File: src/rtl/magdiv_pkg.sv
package magdiv_pkg;

    typedef enum logic {
        DM_MAGIC = 1'b0,
        DM_POW2  = 1'b1
    } div_mode_e;

    function automatic div_mode_e mode_of(input logic pow2_sel);
        return pow2_sel ? DM_POW2 : DM_MAGIC;
    endfunction

endpackage

File: src/rtl/magdiv_mul_stage.sv
module magdiv_mul_stage #(
    parameter int W = 32
) (
    input  logic [W-1:0] idx,
    input  logic [W-1:0] mult,
    input  logic         round_dn,
    output logic [W-1:0] hi_word
);
    localparam int OPW  = W + 1;
    localparam int PRDW = 2 * W + 1;

    logic [W-1:0]    eff_mult;
    logic [OPW-1:0]  operand;
    logic [PRDW-1:0] product;
    logic [PRDW-1:0] shifted;

    always_comb begin
        eff_mult = mult | (W'(1) << (W - 1));
        operand  = {1'b0, idx} + OPW'(round_dn);
        product  = {{(PRDW - W){1'b0}}, eff_mult} * {{(PRDW - OPW){1'b0}}, operand};
        shifted  = product >> W;
        hi_word  = W'(shifted);
    end
endmodule

File: src/rtl/magdiv_slot.sv
module magdiv_slot #(
    parameter int DW = 32
) (
    input  logic          clk,
    input  logic          rst,
    input  logic          up_valid,
    output logic          up_ready,
    input  logic [DW-1:0] up_data,
    output logic          dn_valid,
    input  logic          dn_ready,
    output logic [DW-1:0] dn_data
);
    logic          full_q;
    logic [DW-1:0] data_q;

    assign up_ready = !full_q || dn_ready;
    assign dn_valid = full_q;
    assign dn_data  = data_q;

    always_ff @(posedge clk) begin
        if (rst) begin
            full_q <= 1'b0;
            data_q <= '0;
        end else if (up_ready) begin
            full_q <= up_valid;
            if (up_valid) begin
                data_q <= up_data;
            end
        end
    end
endmodule

File: src/rtl/magdiv_top.sv
module magdiv_top
    import magdiv_pkg::*;
#(
    parameter int DIV_W   = 32,
    parameter int SHIFT_W = $clog2(DIV_W)
) (
    input  logic               clk,
    input  logic               rst,
    input  logic               in_valid,
    output logic               in_ready,
    input  logic [DIV_W-1:0]   in_index,
    input  logic [DIV_W-1:0]   in_mult,
    input  logic [SHIFT_W-1:0] in_shift,
    input  logic               in_round,
    input  logic               in_pow2,
    output logic               out_valid,
    input  logic               out_ready,
    output logic [DIV_W-1:0]   out_quot
);
    localparam int S1W = DIV_W + SHIFT_W;

    typedef struct packed {
        logic [SHIFT_W-1:0] sh;
        logic [DIV_W-1:0]   word;
    } s1_pkt_t;

    logic [DIV_W-1:0] hi_word;
    s1_pkt_t          s1_in;
    s1_pkt_t          s1_pkt;
    logic [S1W-1:0]   s1_bits;
    logic             s1_vld;
    logic             s2_rdy;
    logic [DIV_W-1:0] s2_in;

    magdiv_mul_stage #(.W(DIV_W)) u_mul (
        .idx      (in_index),
        .mult     (in_mult),
        .round_dn (in_round),
        .hi_word  (hi_word)
    );

    always_comb begin
        s1_in.sh   = in_shift;
        s1_in.word = (mode_of(in_pow2) == DM_POW2) ? in_index : hi_word;
    end

    magdiv_slot #(.DW(S1W)) u_slot_mul (
        .clk      (clk),
        .rst      (rst),
        .up_valid (in_valid),
        .up_ready (in_ready),
        .up_data  (s1_in),
        .dn_valid (s1_vld),
        .dn_ready (s2_rdy),
        .dn_data  (s1_bits)
    );

    assign s1_pkt = s1_pkt_t'(s1_bits);
    assign s2_in  = s1_pkt.word >> s1_pkt.sh;

    magdiv_slot #(.DW(DIV_W)) u_slot_shf (
        .clk      (clk),
        .rst      (rst),
        .up_valid (s1_vld),
        .up_ready (s2_rdy),
        .up_data  (s2_in),
        .dn_valid (out_valid),
        .dn_ready (out_ready),
        .dn_data  (out_quot)
    );
endmodule

File: config.mk
export PLATFORM = sky130hd
export DESIGN_NAME = magdiv_top
export DESIGN_NICKNAME = d
export VERILOG_FILES = /design/src/rtl/magdiv_pkg.sv /design/src/rtl/magdiv_mul_stage.sv /design/src/rtl/magdiv_slot.sv /design/src/rtl/magdiv_top.sv
export SDC_FILE = /design/constraint.sdc
export NUM_CORES = 2
export LEC_CHECK = 0
export ABC_AREA = 1
export BUFFER_PORTS_ARGS = -buffer_cell sky130_fd_sc_hd__buf_4
export CAP_MARGIN = 20
export CORE_MARGIN = 2
export CORE_UTILIZATION = 65
export CTS_CLUSTER_DIAMETER = 80
export DETAILED_ROUTE_END_ITERATION = 10
export MAX_ROUTING_LAYER = met4
export PLACE_DENSITY = 0.85
export SYNTH_ARGS = -nofsm -noshare
export SYNTH_HDL_FRONTEND = slang
export SYNTH_SLANG_ARGS = --single-unit
File: constraint.sdc
create_clock -name clk -period 10.63 [get_ports clk]
set_input_delay 2.126 -clock clk [delete_from_list [all_inputs] [get_ports clk]]
set_output_delay 2.126 -clock clk [all_outputs]
set_load 0.05 [all_outputs]
Word-level counts from Yosys, hierarchy flattened
Cells that the tools add are included.
W data, S select, Z words.
{"block": "word_totals", "output_inout_bits": 34, "regBits": 71, "inputBits": 75, "word_cells": 15}
{"block": "classes", "mux": 2, "shifts": 1, "reduce_logical": 6, "mul": 1, "n_addsub": 1}
{"operator": "$mul A32 B33 Y64", "count": 1}
{"operator": "$add A32 B1 Y33", "count": 1}
{"operator": "$mux W32", "count": 1}
{"operator": "$shr A32 B5 Y32", "count": 1}
{"operator": "$reduce_and A2 Y1", "count": 2}
{"operator": "$logic_not A1 Y1", "count": 2}
{"operator": "$logic_or A1 B1 Y1", "count": 2}
{"operator": "$mux W1", "count": 1}

Logic depth before layout (Yosys ltp)
{"block": "logic_depth", "word_depth": 4, "depth_mapped": 44, "ltp_nobuf": 43}

Hierarchy
A second synthesis with hierarchy kept.
{"block": "hier_totals", "cells_unflattened": 5284, "hier_area_um2": 40296.1}
{"mod": "magdiv_mul_stage", "n_inst": 1, "area_per_inst_um2": 34966.0, "seq_area_each_um2": 0.0, "cells_each": 4426}
{"mod": "magdiv_top", "n_inst": 1, "area_per_inst_um2": 1998.2, "seq_area_each_um2": 0.0, "cells_each": 396}
{"mod": "magdiv_slot at u_slot_mul", "n_inst": 1, "area_per_inst_um2": 1861.8, "seq_area_each_um2": 760.7, "cells_each": 247}
{"mod": "magdiv_slot at u_slot_shf", "n_inst": 1, "area_per_inst_um2": 1470.2, "seq_area_each_um2": 660.6, "cells_each": 215}

Worst setup path before layout
Ideal clock, no wire load.
{"block": "synth_path", "path_type": "input port to flip-flop", "startpoint": "input in_index[0]", "endpoint": "register u_slot_mul.data_q[23], in the netlist u_slot_mul.dn_data[23]", "t_required_ns": 10.498, "setup_ns": 0.132, "path_buffers": 1, "arrival_time_ns": 9.353, "slack_ns": 1.145, "cell_stages": 39, "cell_sequence": "ha_1 > ha_1 > inv_1 > nor2_4 > inv_2 > nor2_4 > nand3b_2 > nor3_4 > nand2_2 > nor2_4 > nand2_2 > xnor2_4 > inv_2 > buf_8 > nor2_4 > fa_1 > fa_1 > inv_1 > (+3 left out) > fa_1 > fa_1 > fa_1 > inv_1 > fa_1 > inv_1 > ha_1 > nand2_1 > nor2_1 > inv_1 > nor2_1 > inv_1 > nor4_1 > nand2_1 > nand3_1 > nand3_1 > nand2_1 > a21oi_1"}
{"block": "synth_between", "elab_chain_len": 3}
{"element": "from (decl)", "line_no": "magdiv_top.sv:11", "text": "input logic [DIV_W-1:0] in_index,"}
{"element": "$add A32 B1 Y33", "line_no": "magdiv_mul_stage.sv:19", "text": "operand = {1'b0, idx} + OPW'(round_dn);"}
{"element": "$mul A32 B33 Y64", "line_no": "magdiv_mul_stage.sv:20", "text": "product = {{(PRDW - W){1'b0}}, eff_mult} * {{(PRDW - OPW){1'b0}}, operand};"}
{"element": "$mux W32", "line_no": "magdiv_top.sv:44", "text": "s1_in.word = (mode_of(in_pow2) == DM_POW2) ? in_index : hi_word;"}
{"element": "to (signal assigned)", "line_no": "magdiv_slot.sv:27", "text": "data_q <= up_data;"}
{"element": "to (decl)", "line_no": "magdiv_slot.sv:14", "text": "logic [DW-1:0] data_q;"}
No other way between the ends.
A chain may end at the register's enable or synchronous reset.

Final worst setup path
{"block": "layout_path", "startpoint": "input in_index[0]", "endpoint": "register u_slot_mul.data_q[14], in the netlist u_slot_mul.dn_data[14]"}
Same word-level chain as after synthesis.

==> impl_metrics.toml <==
[detailed_routing]
ant_nets = 0
drcViolationCount = 0
dr.pass1.iters = 6
drt_iter0_drc = 3557
avgRoutedWirePerCell_um = 21.9
wl_mm = 133
viasPerCell = 5.77
vias = 35054

[sta]
skew_ns = 0.00674
period_share = 0.974
setup_ws_ns = 0.281
hold_violations = 0
slew_violations = 0
setup_viol = 0
final.min_clock_period_ns = 10.35
relSlewSlack = 0.362
worstMarginPinSlew_ns = 0.954
max_freq_mhz = 96.6

[yosys]
yosysWarnings = 0
synthSimpleGateAreaFrac = 0.211
ys_types = 41
ys_seq_area_frac = 0.0366
synth_ff_type = "dfxtp_1"
synth.mux.area_fraction = 0.00206
async_flop_share = 0
synth_edf_count = 0
avgSynthCellArea_um2 = 7.59
synth_top_family_by_area = "adder cells"
synth-compound-area-share = 0.0490
synth_top_area_share = 0.476
yosysTopAreaCell = "fa_1"
netlist_area_um2 = 38800
ys_top_cells_by_count = "1178 x inv_1, 1093 x nand2_1, 924 x fa_1, 750 x nor2_1, 257 x ha_1"
ys_ff_latch = 71
synth_cells = 5119
synth_fa_ha_area_frac = 0.559
synth_xor_area_frac = 0.00229
yosysMostFrequentCell = "inv_1"
synth_fp_nets = 6375
synth_area_leaders = "fa_1 48%, inv_1 11%, nand2_1 11%, ha_1 8.3%, nor2_1 7.2%"

[worst_setup_path]
critPathKind = "input port to register"
crit_required_ns = 10.83
path_max_fanout = 5
cpPeakStageDelay_ns = 0.61
cp.arrival_ns = 10.55
crit_top_cell = "fa_1"
end_kind = "register"
cp_slowest_cell = "fa_1"
cp-start-kind = "input port"

[hold_path]
hold_path_class = "register to register"

[clocking]
clock_sinks = 71
cts_tree = "built"
clockBufferDepth = 2
cts_hold_buf = 0
h-tree-depth = 3
cts_root_buffer = "clkbuf_16"
worstSkewPairLatency_ns = 0.34
cts_made_buffers = 9
clk_pin_slew_worst_paths_ns = 0.06

[global_routing]
antenna_found_initial = 2
busiest_layer = "met2"
globalRouteMet1Util = 0.553
use_met3 = 0.109
grt_pass1_wl_mm = 206
grt_max_degree = 76
overflow = 0
grt_pass1_vias = 36748
grtUsageTotal = 0.453
met2_usage = 0.692

[cells_and_area]
final_core_util = 0.722
drive_above_1_share = 0.0925
fillers = 4581
final_nets = 6549
fin_cells = 6073
area_growth_pct = 9.73

[die]
core_um2 = 59000
die_area_um2 = 61700
io_pins = 109
die_h_um = 248
initial_core_util = 0.658
rows = 89
fp.dieW_um = 248

[placement]
post-dp-hpwl_mm = 112
place_inst = 6052
io_buffer_count = 107
place_ws_ns = -0.112
gp_congestion = 1.07

[run]
maxCapViolCount = 0

[status]
status = "complete, no violations"
## layer usage
metal | vias to the layer above | share of wire
li1 | 15231 | -
met1 | 17022 | 0.35
met2 | 2208 | 0.45
met3 | 593 | 0.12
met4 | 0 | 0.077
met5 | - | 0
## what timing repair did
action,4_1_cts,5_1_grt
buffers inserted,0,2
setup endpoints to repair,0,32
gates resized for setup,0,58
## state kept, by name (all words and copies together), names as in the netlist
signal	cells
u_slot_mul.dn_data	37
u_slot_mul.dn_valid	1
u_slot_shf.dn_data	32
u_slot_shf.dn_valid	1
## worst max-delay path, delay by kind of cell
family	cells	cell delay (ns)
compound gates	2	0.22
fa+ha+maj	11	4.79
buf+inv	9	0.89
simple gates	17	2.49
## area by class of cell
cell class,count,area (um2),share of cell area
multi-input cells,3618,32200,0.756
inverters,1203,4520,0.106
repair buffers,390,3180,0.0746
flip-flops and latches,71,1420,0.0334
well taps,773,967,0.0227
clock buffers,9,225,0.00529
clock inverters,6,93.8,0.00220
diodes,3,7.51,0.000176
## cells in the final DEF, fill, tap and decap left out, types with 10 or more instances in the layout
cell type and n:
nor2_4 14, inv_1 1178, nand2_1 1087, nor4_1 11
a21oi_1 168, nand3_1 131, o21bai_1 13, clkinv_1 17
nand4_1 23, o211ai_1 13, nor3_1 25, fa_1 921
nor2_2 17, nand2_2 10, nor2_1 731, buf_12 18
ha_1 250, buf_4 370, o21ai_0 120, dfxtp_1 71
## logic make-up after synthesis
| group | count (synthesis) |
|---|---|
| AO/OA/AOI/OAI | 355 |
| XOR/XNOR | 8 |
| adder cells (fa/ha/maj) | 1181 |
| buffers and inverters | 1430 |
| flip-flops | 71 |
| multiplexers | 8 |
| AND/OR/NAND/NOR | 2066 |
## per-stage QoR
stage	setup TNS, ns	instance area, um2	hold slack (ns)
2_1_floorplan	0	38800	0.444
3_3_place_gp	-0.228	42000	0.455
3_5_place_dp	-0.850	42000	0.461
4_1_cts	0	42400	0.471
5_1_grt	-0.0277	42600	0.486
6_report	0	42600	0.468
## final timing paths
check	startpoint	to	slack [ns]	cells after the start
setup / recovery	in_index[0]	u_slot_mul.dn_data[14]	0.28	39
hold reg to reg	u_slot_shf.dn_data[21]	u_slot_shf.dn_data[21]	0.47	2
hold / removal	u_slot_shf.dn_data[21]	u_slot_shf.dn_data[21]	0.47	2
setup reg to reg	u_slot_mul.dn_data[33]	u_slot_shf.dn_data[4]	7.69	10
Power is left out: the tool's default activity adds up to more than one toggle a clock period on the data nets, which glitch-free logic cannot reach.
